File: config.mk
export PLATFORM = sky130hd
export DESIGN_NAME = supply_supervisor
export DESIGN_NICKNAME = d
export VERILOG_FILES = /design/src/rtl/supv_pkg.sv /design/src/rtl/supv_datapath.sv /design/src/rtl/supv_control.sv /design/src/rtl/supply_supervisor.sv
export SDC_FILE = /design/constraint.sdc
export NUM_CORES = 1
export LEC_CHECK = 0
export BUFFER_PORTS_ARGS = -buffer_cell sky130_fd_sc_hd__clkbuf_2
export CORE_MARGIN = 4
export CORE_UTILIZATION = 49
export DETAILED_ROUTE_END_ITERATION = 12
export PLACE_DENSITY = 0.81
export SKIP_CTS_REPAIR_TIMING = 1
export SKIP_LAST_GASP = 1
export SLEW_MARGIN = 25
export SYNTH_ARGS = -nofsm -noshare
export SYNTH_HDL_FRONTEND = slang
export SYNTH_SLANG_ARGS = --single-unit
File: constraint.sdc
create_clock -name clk -period 1.5 [get_ports clk]
set_input_delay 0.3 -clock clk [delete_from_list [all_inputs] [get_ports clk]]
set_output_delay 0.3 -clock clk [all_outputs]
set_load 0.02 [all_outputs]
File: src/rtl/supv_pkg.sv
package supv_pkg;

  typedef enum logic [1:0] {
    ST_DOWN = 2'd0,
    ST_HOLD = 2'd1,
    ST_RUN  = 2'd2
  } supv_state_e;

  typedef struct packed {
    logic holdClear;
    logic holdCount;
    logic sealRelease;
  } supv_strobe_t;

  localparam int FLAG_RUN    = 0;
  localparam int FLAG_TRIP   = 1;
  localparam int FLAG_SWITCH = 2;
  localparam int NUM_FLAGS   = 3;

endpackage

File: src/rtl/supv_datapath.sv
module supv_datapath
  import supv_pkg::*;
#(
  parameter int HOLD_TICKS = 200
) (
  input  logic                 clk,
  input  logic                 rstN,
  input  logic [NUM_FLAGS-1:0] flagRaw,
  input  supv_strobe_t         strobe,
  output logic [NUM_FLAGS-1:0] flagOk,
  output logic                 holdDone,
  output logic                 sealOpen,
  output logic                 battSel
);

  localparam int CNT_W = $clog2(HOLD_TICKS + 1);
  localparam logic [CNT_W-1:0] LAST_CNT = CNT_W'(HOLD_TICKS - 1);

  logic [CNT_W-1:0] holdCnt;

  for (genvar g = 0; g < NUM_FLAGS; g++) begin : g_filter
    logic syncA, syncB, sampPrev, accepted;
    always_ff @(posedge clk or negedge rstN) begin
      if (!rstN) begin
        syncA    <= 1'b0;
        syncB    <= 1'b0;
        sampPrev <= 1'b0;
        accepted <= 1'b0;
      end else begin
        syncA    <= flagRaw[g];
        syncB    <= syncA;
        sampPrev <= syncB;
        if (syncB == sampPrev) accepted <= syncB;
      end
    end
    assign flagOk[g] = accepted;
  end

  always_ff @(posedge clk or negedge rstN) begin
    if (!rstN) holdCnt <= '0;
    else if (strobe.holdClear) holdCnt <= '0;
    else if (strobe.holdCount && holdCnt != LAST_CNT) holdCnt <= holdCnt + 1'b1;
  end

  assign holdDone = strobe.holdCount && (holdCnt == LAST_CNT);

  always_ff @(posedge clk or negedge rstN) begin
    if (!rstN) begin
      sealOpen <= 1'b0;
      battSel  <= 1'b0;
    end else begin
      if (strobe.sealRelease) sealOpen <= 1'b1;
      battSel <= sealOpen && !flagOk[FLAG_SWITCH];
    end
  end

  // once the seal is released it never closes again
  assert_seal_sticky_R9: assert property (@(posedge clk) disable iff (!rstN)
    !$fell(sealOpen));

  // the hold counter stays inside its range
  assert_no_overflow_R5: assert property (@(posedge clk) disable iff (!rstN)
    holdCnt <= LAST_CNT);

  // the battery is never selected while the backup is sealed
  assert_batt_needs_seal_R8: assert property (@(posedge clk) disable iff (!rstN)
    battSel |-> $past(sealOpen));

endmodule

File: src/rtl/supv_control.sv
module supv_control
  import supv_pkg::*;
(
  input  logic         clk,
  input  logic         rstN,
  input  logic         tick,
  input  logic         runOk,
  input  logic         tripOk,
  input  logic         holdDone,
  output supv_strobe_t strobe,
  output logic         writeProtect,
  output logic         resetPullLow,
  output logic         recovered
);

  supv_state_e state, stateNext;

  always_comb begin
    stateNext = state;
    unique case (state)
      ST_DOWN: if (tripOk) stateNext = ST_HOLD;
      ST_HOLD: if (!tripOk) stateNext = ST_DOWN;
               else if (holdDone) stateNext = ST_RUN;
      ST_RUN:  if (!tripOk) stateNext = ST_DOWN;
      default: stateNext = ST_DOWN;
    endcase
  end

  always_comb begin
    strobe.holdClear   = (state != ST_HOLD);
    strobe.holdCount   = (state == ST_HOLD) && tick && tripOk;
    strobe.sealRelease = tripOk;
  end

  always_ff @(posedge clk or negedge rstN) begin
    if (!rstN) begin
      state        <= ST_DOWN;
      writeProtect <= 1'b1;
      resetPullLow <= 1'b1;
      recovered    <= 1'b0;
    end else begin
      state        <= stateNext;
      resetPullLow <= (stateNext != ST_RUN);
      recovered    <= (state == ST_HOLD) && (stateNext == ST_RUN);
      if (!tripOk) writeProtect <= 1'b1;
      else if (runOk) writeProtect <= 1'b0;
    end
  end

  // write protect is released only after the full-operation flag
  assert_wp_release_R3: assert property (@(posedge clk) disable iff (!rstN)
    $fell(writeProtect) |-> $past(runOk));

  // a supply below the trip point pulls the reset line low
  assert_reset_on_trip_R4: assert property (@(posedge clk) disable iff (!rstN)
    !tripOk |=> resetPullLow);

  // the recovery pulse coincides with the reset release
  assert_recover_edge_R7: assert property (@(posedge clk) disable iff (!rstN)
    recovered |-> (!resetPullLow && $past(resetPullLow)));

  // the recovery pulse lasts a single cycle
  assert_recover_single_R7: assert property (@(posedge clk) disable iff (!rstN)
    recovered |=> !recovered);

endmodule

File: src/rtl/supply_supervisor.sv
module supply_supervisor
  import supv_pkg::*;
#(
  parameter int HOLD_TICKS = 200
) (
  input  logic clk,
  input  logic rstN,
  input  logic tick,
  input  logic vccAboveRun,
  input  logic vccAboveTrip,
  input  logic vccAboveSwitch,
  output logic writeProtect,
  output logic resetPullLow,
  output logic ramOnBattery,
  output logic backupArmed,
  output logic recovered
);

  logic [NUM_FLAGS-1:0] flagRaw, flagOk;
  logic                 holdDone;
  supv_strobe_t         strobe;

  always_comb begin
    flagRaw              = '0;
    flagRaw[FLAG_RUN]    = vccAboveRun;
    flagRaw[FLAG_TRIP]   = vccAboveTrip;
    flagRaw[FLAG_SWITCH] = vccAboveSwitch;
  end

  supv_datapath #(.HOLD_TICKS(HOLD_TICKS)) u_dp (
    .clk      (clk),
    .rstN     (rstN),
    .flagRaw  (flagRaw),
    .strobe   (strobe),
    .flagOk   (flagOk),
    .holdDone (holdDone),
    .sealOpen (backupArmed),
    .battSel  (ramOnBattery)
  );

  supv_control u_ctl (
    .clk          (clk),
    .rstN         (rstN),
    .tick         (tick),
    .runOk        (flagOk[FLAG_RUN]),
    .tripOk       (flagOk[FLAG_TRIP]),
    .holdDone     (holdDone),
    .strobe       (strobe),
    .writeProtect (writeProtect),
    .resetPullLow (resetPullLow),
    .recovered    (recovered)
  );

endmodule

==> results.md, run 1 <==
Yosys:
- The net count after synthesis is 85.
- In this run, distinct cell masters in the synthesized netlist total 29.
- The share of synthesized area in the top cell type comes to 0.6258.
- The post-synthesis cell count is 78.
- The proportion of synthesized chip area in sequential cells is 0.6783.
- Averaged over all synthesized cells, the footprint is 12.82 sq um.
- The share of flip-flops with an asynchronous set or reset after synthesis is 1.000.
- The commonest register cell after synthesis is sky130_fd_sc_hd__dfrtp_1.
- The synthesized flop and latch total is 27.
- By area the synthesized netlist is led by sky130_fd_sc_hd__dfrtp_1 (63%), sky130_fd_sc_hd__dfstp_2 (5.3%), sky130_fd_sc_hd__maj3_1 (3.0%).
- The count of synthesis-stage warnings from yosys is 0.
- The largest total area in the synthesized netlist belongs to sky130_fd_sc_hd__dfrtp_1.
- After synthesis the cells add up to 999.7 sq um.
- The number of enable flip-flop cells after synthesis is 0.

Global routing:
- For this run the aggregate overflow at the end of global routing stands at 0.
- Entering global routing, the biggest net connects 28 pins.
- The via count of the first global-routing pass is 650.
- The wire length of the first global-routing pass is 2.904 mm.
- The all-layer global routing usage is 0.1469.
- The initial antenna violation count is 0.

Timing:
- The worst hold slack is -34.16 ps.
- At the pin with the least slew margin, the transition time is 624.2 ps.
- The slack of the critical path is 48.70 ps.
- Clock skew on the completed layout was measured at 5.322 ps.
- Based on the critical path, the design can be clocked at up to 689.0 MHz.
- Setup violations remaining at the end of the flow were counted as 0.
- The max-slew violation count was 0.
- The share of the cycle needed by the critical path after routing is 0.9675.
- The final hold violation count came to 25.
- The worst slew slack as a fraction of its limit is 0.5839.
- The post-route minimum period is 1451 ps.

Outcome:
- The final reports fail on hold timing.
- The run finished, with violations left.

Routing:
- In the final routed layout, each cell accounts on average for 13.28 microns.
- The post-detailed-routing wire length is 1.673 mm.
- The violation count after the first detailed-route iteration is 7.
- In the routed design, unresolved DRC markers number 0.
- In this run the remaining antenna-violating nets after routing total 0.
- For this block, the via count after detailed routing is 660.
- Before antenna repair, the detailed router went through 4 iterations.
- Using the TritonRoute via totals, the vias-per-cell ratio works out to 5.238.

Die:
- The number of cell rows is 16.
- The overall die height is 53.17 microns.
- The core region is 1942 sq um.
- The number of top-level design ports is 11.
- The floorplan step set the die width to 53.17 microns.
- The full die area is 2827 sq um.
- The starting density of the core is 0.5148.

Clock network:
- TritonCTS created 3 clock buffers.
- CTS built an H-tree with a depth of 1.
- The register clock-pin slew on the reported worst setup and hold paths is 140 ps.
- The total clock sinks is 27.
- The latest clock arrival within the worst-skew pair is 320 ps.
- The buffer cell driving the clock tree root is sky130_fd_sc_hd__clkbuf_4.
- TritonCTS built the clock tree.
- No sink is reached through more buffers than the 2 on the longest clock path.

Worst setup path:
- Data on the critical path arrives at its endpoint at 1710 ps.
- The endpoint of the worst register-to-register path is u_dp.holdCnt[3].
- The highest net fanout along the worst path is 5.
- In this run the critical register-to-register path is launched from u_dp.holdCnt[1].
- The register-to-register setup slack is 50 ps.
- The cell depth of the worst flop-to-flop path is 5.
- The type of the worst setup path is register to register.
- For this run, the slowest stage of the critical path takes 440 ps.
- Walking the worst path, the cells encountered are ha_2, nand4_1, o21ai_2, or3_1, a21oi_1.
- The cell with the largest stage delay on the worst path is sky130_fd_sc_hd__dfrtp_1.
- The required time of the critical path is 1760 ps.
- The endpoint class of the critical path is a register.
- STA classifies the critical path startpoint as a register.

Cells and area:
- Fill cells in the final layout number 151.
- Summing all multi-input logic gate instances after layout gives 321.6 sq um.
- The net count reported at finish is 107.
- The core occupancy in the finished layout is 0.6031.
- The sequential standard cell area is 678.2 sq um.
- The proportion of layout cells with a drive suffix above 1 is 0.2828.
- The top cell types in the final layout, fill and taps aside, are sky130_fd_sc_hd__dfrtp_1 (25), sky130_fd_sc_hd__clkbuf_2 (10), sky130_fd_sc_hd__buf_4 (7).
- The most frequent standard cell in the layout excluding fill and tap cells is sky130_fd_sc_hd__dfrtp_1.
- 0 antenna diodes ended up in the layout.
- Once layout is done, the placed cells without fillers occupy 1171 sq um.
- The area overhead of the layout relative to synthesis is 17.15%.

Placed design:
- In this run the cell area measured after placement is 1121 sq um.
- The placed wire-length estimate is 1.200 mm.
- Prior to clock tree synthesis, the placed netlist has a worst setup slack of 30.65 ps.
- In this run the tool buffered the top-level ports with 10 buffer cells.
- The final weighted congestion of routability-driven global placement is 0.8599.

Power:
- The worst-case IR drop observed on VDD is 0.0007447 V.
- The static leakage is 0.5543 nW.
- The total power is 1.187 mW.
- In this run the power density over the cells is 1014 nW/um^2.

Worst hold path:
- The min-delay analysis places its worst path in the category input port to asynchronous set/reset pin.

Run:
- Max-cap violations in this run came to 0.
[how the worst max path moves through the flow]
stage	startpoint	endpoint	slack, ps	cells after the start
CTS	u_dp.holdCnt[1]	u_dp.holdCnt[3]	-5	5
floorplan	u_dp.holdCnt[0]	u_dp.holdCnt[3]	110	5
global placement	u_dp.holdCnt[1]	u_dp.holdCnt[3]	100	5
global route	u_dp.holdCnt[1]	u_dp.holdCnt[3]	-20	5
detailed placement	u_dp.holdCnt[1]	u_dp.holdCnt[3]	30	5
finish	u_dp.holdCnt[1]	u_dp.holdCnt[3]	50	5
[routing by layer]
layer	GRT usage	vias up	routed length, microns
li1	-	314	-
met1	0.1688	325	723
met2	0.2438	16	825
met3	0.02817	5	70
met4	0.1021	0	53
met5	0	-	0
[where the power goes]
group          internal, mW  switching [mW]
logic                0.0415          0.0596
clock network         0.100           0.202
registers             0.765          0.0192
total                 0.907           0.281
[critical path, delay by kind of cell, from the launching register on]
kind / cells / cell delay [ps]
adders and majority gates: 1 / 200
DFF: 1 / 440
and+or+nand+nor: 2 / 500
AOI/OAI and AO/OA: 2 / 250
[registers in the layout, summed over array words and instances, names as in the netlist]
register / flops
u_dp.g_filter.syncB: 3
u_ctl.writeProtect: 1
u_dp.battSel: 1
u_dp.holdCnt: 8
u_dp.g_filter.sampPrev: 3
u_dp.sealOpen: 1
u_ctl.recovered: 1
u_ctl.resetPullLow: 1
u_ctl.state: 2
u_dp.g_filter.accepted: 3
u_dp.g_filter.syncA: 3
[through the flow]
stage / setup TNS, ps / instances
after CTS: -4.681 / 124
after detailed placement: 0 / 120
after global routing: -23.49 / 126
after floorplan: 0 / 78
after global placement: 0 / 120
final: 0 / 126
[area by class of cell]
type | count | share of cell area
repair buffers | 17 | 0.08761
clock buffers | 3 | 0.01923
multi-input cells | 49 | 0.2746
inverters | 2 | 0.006410
clock inverters | 1 | 0.004274
well taps | 27 | 0.02885
flip-flops and latches | 27 | 0.5791
[kinds of logic (layout without fill, tap and decap cells)]
group	Yosys count	after routing	synth area share
AOI/OAI and AO/OA	12	12	0.08011
adders and majority gates	4	4	0.04255
DFF	27	27	0.6783
buffers and inverters	2	23	0.007512
muxes	1	1	0.01001
and+or+nand+nor	30	30	0.1640
xor gates and xnor gates	2	2	0.01753
[synthesized netlist by cell type (2+ instances only)]
master / number
sky130_fd_sc_hd__maj3_1: 3
sky130_fd_sc_hd__nand2_1: 6
sky130_fd_sc_hd__dfrtp_1: 25
sky130_fd_sc_hd__inv_1: 2
sky130_fd_sc_hd__dfstp_2: 2
sky130_fd_sc_hd__a21oi_1: 2
sky130_fd_sc_hd__xor2_1: 2
sky130_fd_sc_hd__nand4_1: 2
sky130_fd_sc_hd__or3_1: 2
sky130_fd_sc_hd__nor2_1: 5
sky130_fd_sc_hd__nand3_1: 4
sky130_fd_sc_hd__and2_1: 3
sky130_fd_sc_hd__o21ai_0: 4
Power figures use the tool's default switching activity.
==> inputs of run 2 (changes only) <==
--- a/config.mk
+++ b/config.mk
@@ -9,7 +9,7 @@
 export CORE_MARGIN = 4
 export CORE_UTILIZATION = 49
 export DETAILED_ROUTE_END_ITERATION = 12
-export PLACE_DENSITY = 0.81
+export PLACE_DENSITY = 0.73
 export SKIP_CTS_REPAIR_TIMING = 1
 export SKIP_LAST_GASP = 1
 export SLEW_MARGIN = 25
==> constraint.sdc (replaced) <==
create_clock -name clk -period 1.26 [get_ports clk]
set_input_delay 0.252 -clock clk [delete_from_list [all_inputs] [get_ports clk]]
set_output_delay 0.252 -clock clk [all_outputs]
set_load 0.02 [all_outputs]
==> run 2 against run 1 <==
The flow finishes with violations (setup timing); first-iteration DRC count rose by 43%; critical path type unchanged; die area stayed put; non-clock buffer count up 12.
==> results.md, run 2 (same netlist as run 1, synthesis figures left out) <==
Placed design:
- The port buffer count is 10.
- In this run, placement finished with an instance count of 131.
- The post-placement cell area is 1224 sq um.
- After legalization and detailed placement, the total HPWL measured 1.281 mm.
- The final weighted congestion of routability-driven global placement is 0.8441.

Timing:
- Between clock sinks in the finished design, the worst skew comes to 2.673 ps.
- The max-slew violation count is 0.
- The final hold violation count is 0.
- Setup repair after global routing could not meet its margin everywhere.
- The total of endpoints with negative setup slack in the final report is 11.
- The slack of the critical path is -201.2 ps.
- At the pin with the least slew margin, the transition time is 326.5 ps.
- Of the available clock period, the critical path in the final layout requires 1.160.
- The highest attainable clock frequency is 684.4 MHz.
- Measured against its own limit, the worst slew margin works out to 0.7824.
- The post-route minimum period is 1461 ps.

Worst hold path:
- The path category of the worst min-delay check is input port to register.

Cells and area:
- The flip-flop count of the largest register after layout is 8.
- The library cells used most frequently in the layout, excluding fill and tap cells, are sky130_fd_sc_hd__dfrtp_1 (25), sky130_fd_sc_hd__buf_4 (15), sky130_fd_sc_hd__clkbuf_2 (8).
- The count of antenna diodes in the layout is 0.
- The final instance area is 1339 sq um.
- For this run, the number of standard cells in the final layout without fillers is 138.
- The area growth from synthesis to layout is 33.92%.
- The most frequent standard cell in the layout excluding fill and tap cells is sky130_fd_sc_hd__dfrtp_1.
- The top register by number of flip-flops is u_dp.holdCnt.
- The proportion of layout cells with a drive suffix above 1 is 0.4234.
- The net count reported at finish is 119.

Global routing:
- The all-layer global routing usage is 0.1483.
- For this run the aggregate overflow at the end of global routing stands at 0.
- The via count of the first global-routing pass is 717.
- The largest net degree at the start of global routing is 28.
- The initial antenna violation count is 0.
- The wire length of the first global-routing pass is 3.001 mm.

Worst setup path:
- The critical path goes through ha_2, nand4_1, o21ai_4, or3_1, a21oi_2.
- The buffer and inverter count on the worst path is 0.
- The largest stage delay on the critical path is 410 ps.
- The cell family contributing the most delay on the critical path is simple AND/OR/NAND/NOR gates.
- The slowest stage of the critical path is the sky130_fd_sc_hd__dfrtp_1 cell.
- The arrival time at the worst endpoint is 1720 ps.
- The endpoint class of the critical path is a register.
- For the worst setup path, the data required time is 1520 ps.
- The type of the worst setup path is register to register.
- The critical path launch point type is a register.
- In this run the worst path has a maximum fanout of 4.

Die:
- The area of the core is 1942 sq um.
- The floorplan has 16 rows.
- The number of top-level design ports is 11.
- Measured along the x axis, the die boundary spans 53.17 microns.
- The overall die height is 53.17 microns.
- The full die area is 2827 sq um.
- The starting density of the core is 0.5148.

Routing:
- The average wire per cell in the routed design is 13.14 microns.
- The remaining routing DRC violations is 0.
- Summing over every cut layer, the via total after detailed routing is 700.
- Dividing the detail-routed via count by the number of cells gives 5.072.
- The post-detailed-routing wire length is 1.814 mm.
- For this block, the initial DRC count from the detailed router was 10.
- In this run the remaining antenna-violating nets after routing total 0.
- The number of optimization iterations in the first detailed-route pass is 4.

Outcome:
- The flow ran to the end, but the final reports show violations.
- The checks that failed: setup timing.

Power:
- The peak supply drop is 0.0008355 V.
- In this run the power density over the cells is 1099 nW/um^2.
- The analysis attributes to cell leakage a power of 0.6225 nW.

Clock network:
- After clock tree synthesis, the clock-pin slew on the worst setup and hold paths is 150 ps.
- The buffer cell driving the clock tree root is sky130_fd_sc_hd__clkbuf_4.
- The CTS buffer count is 3.
- The H-tree level count is 1.
- TritonCTS built the clock tree.
- CTS saw 27 sinks.
- In this run the deepest clock path goes through 2 buffers.
- The latest clock arrival within the worst-skew pair is 320 ps.

Run:
- Across the run, the number of max-cap violations was 0.
[run 2: final timing paths]
kind	start	endpoint	slack (ps)	depth (start not counted)
setup reg to reg	u_dp.holdCnt[1]	u_dp.holdCnt[3]	-200	5
setup / recovery	u_dp.holdCnt[1]	u_dp.holdCnt[3]	-200	5
min in group asynchronous	rstN	u_dp.g_filter[2].accepted	450	3
hold reg to reg	u_dp.g_filter[2].syncA	u_dp.g_filter[2].syncB	370	0
hold / removal	vccAboveTrip	u_dp.g_filter[1].syncA	30	1
max in group asynchronous	rstN	u_ctl.writeProtect	510	3
[run 2: stage by stage]
step | TNS, ps | hold WS, ps | worst slack, ps | util | power [mW]
2_1_floorplan | -255.2 | -43.59 | -88.30 | - | 1.006
3_3_place_gp | -446.6 | 258.1 | -98.21 | 0.6302 | 1.079
3_5_place_dp | -844.7 | 267.9 | -185.9 | 0.6302 | 1.085
4_1_cts | -1284 | -98.40 | -227.1 | 0.6463 | 1.470
5_1_grt | -1825 | 0.2515 | -249.0 | 0.6894 | 1.550
6_report | -959.2 | 28.06 | -201.2 | 0.6894 | 1.472
[run 2: where the power goes]
| part | switching [mW] | internal, mW | leakage (nW) | total, mW |
|---|---|---|---|---|
| clock | 0.252 | 0.129 | 0.0183 | 0.381 |
| combinational | 0.0839 | 0.0756 | 0.272 | 0.160 |
| sequential | 0.0200 | 0.911 | 0.332 | 0.931 |
[run 2: layer usage]
layer	wire (microns)	global-route usage	part of all wire	vias to the layer above
met5	0	0	0	-
met4	12	0.08085	0.0066	0
met3	96	0.02535	0.053	2
met2	905	0.2355	0.50	20
met1	799	0.1915	0.44	336
li1	-	-	-	342
[run 2: layout make-up]
type	instances	area, sq um
clock buffers	3	22.52
clock inverters	1	8.758
fillers	138	603.1
inverters	2	7.507
multi-input cells	49	371.6
flip-flops and latches	27	678.2
well taps	27	33.78
repair buffers	29	216.5
==> inputs of run 3 (changes only) <==
--- a/config.mk
+++ b/config.mk
@@ -5,11 +5,12 @@
 export SDC_FILE = /design/constraint.sdc
 export NUM_CORES = 1
 export LEC_CHECK = 0
+export ABC_AREA = 1
 export BUFFER_PORTS_ARGS = -buffer_cell sky130_fd_sc_hd__clkbuf_2
 export CORE_MARGIN = 4
-export CORE_UTILIZATION = 49
+export CORE_UTILIZATION = 50
 export DETAILED_ROUTE_END_ITERATION = 12
-export PLACE_DENSITY = 0.73
+export PLACE_DENSITY = 0.74
 export SKIP_CTS_REPAIR_TIMING = 1
 export SKIP_LAST_GASP = 1
 export SLEW_MARGIN = 25
==> run 3 against run 2 <==
The run still ends with setup timing left; utilization is 3.3 points lower; critical path depth is 4 higher; synthesized area grew 15%; clock skew up 4.1 ps; sequential share of layout area down 3.9 points; hold slack better by 330 ps; sequential cell count did not move; via count increased by 17%; sequential power rose by 0.8%; design area up 8.4%; critical endpoint is now u_dp.holdCnt[5]; largest cell class unchanged.
==> results.md, run 3 <==
Cells and area:
- Leaving out fill and tap cells, the most frequent cell in the layout is sky130_fd_sc_hd__nand2_1.
- The final instance area is 1451 sq um.
- The proportion of layout cells with a drive suffix above 1 is 0.3239.
- The net count reported at finish is 150.
- The count of antenna diodes in the layout is 0.
- u_dp.holdCnt holds more flip-flops than any other register.
- The register with the most flip-flops in the layout has 8 of them.
- Relative to the synthesized area, the layout overhead comes to 25.95%.
- The number of filler cells placed in the layout is 171.
- In the layout the commonest cells are sky130_fd_sc_hd__nand2_1 (26), sky130_fd_sc_hd__dfrtp_1 (25), sky130_fd_sc_hd__inv_1 (12), sky130_fd_sc_hd__nor2_1 (12), sky130_fd_sc_hd__buf_4 (12).
- The finished layout holds 170 standard cells, fillers aside.

Timing:
- The total of endpoints with negative setup slack in the final report is 10.
- The clock tree skew after final layout is 6.797 ps.
- Setup repair after global routing could not meet its margin everywhere.
- The max-slew violation count is 0.
- The worst slew slack as a fraction of its limit is 0.7751.
- The post-route minimum period is 1314 ps.
- The highest attainable clock frequency is 761.3 MHz.
- The final hold violation count is 0.
- The slack of the critical path is -53.58 ps.
- For the pin with the worst max-slew slack, the measured transition is 337.3 ps.
- Of the available clock period, the critical path in the final layout requires 1.043.

Power:
- The part of the power in the clock network is 0.250.
- Summing internal, switching and leakage power gives 1.480 mW.
- Of the total power, the share spent switching nets is 0.2535.
- The static leakage is 0.7525 nW.
- Of the total power, combinational logic draws 0.116.
- Cell internal power was estimated by the tool at 1.105 mW.
- VDD sags by at most 0.0006217 V.
- For this design the ratio of total power to cell area is 1020 nW/um^2.
- In this run the power spent charging and discharging nets is 375.1 uW.
- Of the total power, registers draw 0.634.

Global routing:
- The total congestion overflow is 0.
- The via count of the first global-routing pass came to 793.
- The initial antenna violation count is 0.
- The first global-routing pass estimated 3.436 mm of wire.
- The largest net degree at the start of global routing is 28.
- Across every metal layer, demand over resource in global routing totals 0.1401.

Clock network:
- The tree built by TritonCTS fans out to 27 sinks.
- The worst-case clock buffer depth is 2.
- TritonCTS built the clock tree.
- The register clock-pin slew on the reported worst setup and hold paths is 150 ps.
- The H-tree level count is 1.
- The root buffer cell chosen for the clock tree is sky130_fd_sc_hd__clkbuf_4.
- The later pin in the worst-skew pair is clocked with a latency of 320 ps.
- The CTS buffer count is 3.

Yosys:
- The cell with the most instances after synthesis is sky130_fd_sc_hd__nand2_1.
- Yosys printed 0 warnings.
- Ranked by total cell area, the synthesized netlist is headed by sky130_fd_sc_hd__dfrtp_1 (54%), sky130_fd_sc_hd__nand2_1 (9.1%), sky130_fd_sc_hd__nor2_8 (5.2%).
- The proportion of synthesized chip area in sequential cells is 0.5885.
- Of all cell types, the one taking the most synthesized area is sky130_fd_sc_hd__dfrtp_1.
- For this run, the leading register cell type out of synthesis is sky130_fd_sc_hd__dfrtp_1.
- The cell area that synthesis handed to floorplanning was 1152 sq um.
- The net count after synthesis is 119.
- After synthesis the netlist holds a flip-flop and latch count of 27.
- The average footprint of a synthesized cell is 10.29 sq um.
- After synthesis, the netlist uses 22 different library cells.
- The commonest cells after synthesis are sky130_fd_sc_hd__nand2_1 (28), sky130_fd_sc_hd__dfrtp_1 (25), sky130_fd_sc_hd__inv_1 (12), sky130_fd_sc_hd__nor2_1 (12), sky130_fd_sc_hd__nand3_1 (9).
- For this run, asynchronously set or reset flops after synthesis account for 1.000.
- The share of synthesized area in the top cell type comes to 0.5429.
- The number of enable flip-flop cells after synthesis is 0.
- Counting every instance in the synthesized netlist gives 112.

Worst setup path:
- The worst setup path is of the register to register kind.
- The endpoint class of the critical path is a register.
- The worst register-to-register path has a depth of 9.
- The worst setup path is launched from a register.
- The cell that appears most often on the critical path is sky130_fd_sc_hd__nor2_8.
- The cell family contributing the most delay on the critical path is simple AND/OR/NAND/NOR gates.
- The buffer and inverter count on the worst path is 1.
- Data on the critical path is required at its endpoint by 1490 ps.
- The largest stage delay on the critical path is 440 ps.
- Traced cell by cell, the critical path runs through ha_4, nand2_4, clkinv_4, nand2_4, nor2_8, nor2_8, nor2_8, nand2_1, nand2_1.
- In this run the worst path has a maximum fanout of 8.
- The endpoint of the worst register-to-register path is u_dp.holdCnt[5].
- Across all register-to-register paths, the minimum setup slack is -50 ps.
- Among all stages on the critical path, the largest delay is contributed by sky130_fd_sc_hd__dfrtp_1.
- The arrival time at the worst endpoint is 1540 ps.
- The worst register-to-register path begins at u_dp.holdCnt[1].

Placed design:
- Including well taps, the total number of placed cells is 159.
- During placement, the flow inserted port buffers numbering 10.
- The post-placement cell area is 1314 sq um.
- The wire-length estimate of the detail-placed layout is 1.448 mm.
- At the end of routability-driven placement, the weighted congestion stood at 0.8581.

Routing:
- For this block, the initial DRC count from the detailed router was 13.
- Before antenna repair, the detailed router went through 4 iterations.
- The remaining routing DRC violations is 0.
- The post-detailed-routing wire length is 2.072 mm.
- In the routed layout, each cell is associated on average with a via count of 4.800.
- The residual antenna-violating net count after detailed routing is 0.
- The total number of vias is 816.
- Dividing the detail-routed wire length by the instance count gives 12.19 microns.

Die:
- The initialized floorplan defines 17 standard-cell rows.
- The initial utilization of the core area, before any placement, comes to 0.5209.
- The area of the core is 2212 sq um.
- In this run the count of I/O pins placed on the die edge is 11.
- From bottom edge to top edge, the die measures 56.01 microns.
- The full die area is 3137 sq um.
- The die is 56.01 microns wide.

Run:
- Max-cap violations in this run came to 0.

Worst hold path:
- The path with the worst hold slack has its endpoint at u_ctl.state[1].
- The path class of the tightest hold or removal check is input port to register.
- The hold path startpoint is tick.
- The worst hold path was traced through 5 stages.

Outcome:
- The run finished, with violations left.
- The final reports fail on setup timing.
==> run 3: cell count changes after synthesis, sizes merged, moves of 3 or more <==
cell	change
inv	+12
nand2	+24
nor2	+12
and2	-3
o21ai	-4
nand3	+7
==> run 3: cell families (layout without fill, tap and decap cells) <==
kind of cell               count (synthesis)  count (layout)  share of synthesized area
and+or+nand+nor                           63              64                     0.3084
buffers and inverters                     16              45                    0.05428
adders and majority gates                  4               4                    0.03692
AOI/OAI and AO/OA                          1               1                   0.004339
xor gates and xnor gates                   1               1                   0.007602
DFF                                       27              27                     0.5885
==> run 3: worst max path at each step <==
stage	start	end	slack, ps	depth (start not counted)
global placement	u_dp.holdCnt[1]	u_dp.holdCnt[5]	-70	9
detailed placement	u_dp.holdCnt[1]	u_dp.holdCnt[5]	-120	9
finish	u_dp.holdCnt[1]	u_dp.holdCnt[5]	-50	9
floorplan	u_dp.holdCnt[1]	u_dp.holdCnt[4]	-60	9
CTS	u_dp.holdCnt[1]	u_dp.holdCnt[5]	-140	9
global route	u_dp.holdCnt[1]	u_dp.holdCnt[3]	-150	9
==> run 3: power groups by stage <==
stage / registers (mW) / clock network, mW / logic, mW
floorplan: 0.958 / 0 / 0.0719
global placement: 0.948 / 0 / 0.142
detailed placement: 0.952 / 0 / 0.149
CTS: 0.935 / 0.384 / 0.150
global route: 0.944 / 0.427 / 0.191
finish: 0.938 / 0.371 / 0.172
==> run 3: through the flow <==
stage	utilization	hold WS [ps]	TNS, ps	setup WS (ps)
6_report	0.6561	359.3	-397.8	-53.58
5_1_grt	0.6561	352.5	-1358	-146.0
4_1_cts	0.6063	-107.6	-1380	-139.8
3_5_place_dp	0.5939	261.3	-1122	-122.6
3_3_place_gp	0.5939	260.5	-577.3	-68.80
2_1_floorplan	-	-43.59	-472.4	-63.20
==> run 3: metal layers <==
layer | vias up | GRT usage | part of all wire
met1 | 388 | 0.1721 | 0.45
met3 | 7 | 0.03016 | 0.033
li1 | 408 | - | -
met4 | 0 | 0.06441 | 0.024
met5 | - | 0 | 0
met2 | 13 | 0.2337 | 0.49
==> run 3: cell type report <==
cell class	instances	area [sq um]	area share
inverters	15	61.31	0.04224
well taps	28	35.03	0.02414
clock inverters	1	5.005	0.003448
flip-flops and latches	27	678.2	0.4672
repair buffers	26	192.7	0.1328
multi-input cells	70	456.7	0.3147
clock buffers	3	22.52	0.01552
==> run 3: tightest hold or removal path: stages <==
cell,delay [ps]
sky130_fd_sc_hd__clkbuf_2,100
sky130_fd_sc_hd__nand3_4,150
sky130_fd_sc_hd__nor3_4,50
sky130_fd_sc_hd__inv_2,50
sky130_fd_sc_hd__nand2_2,60
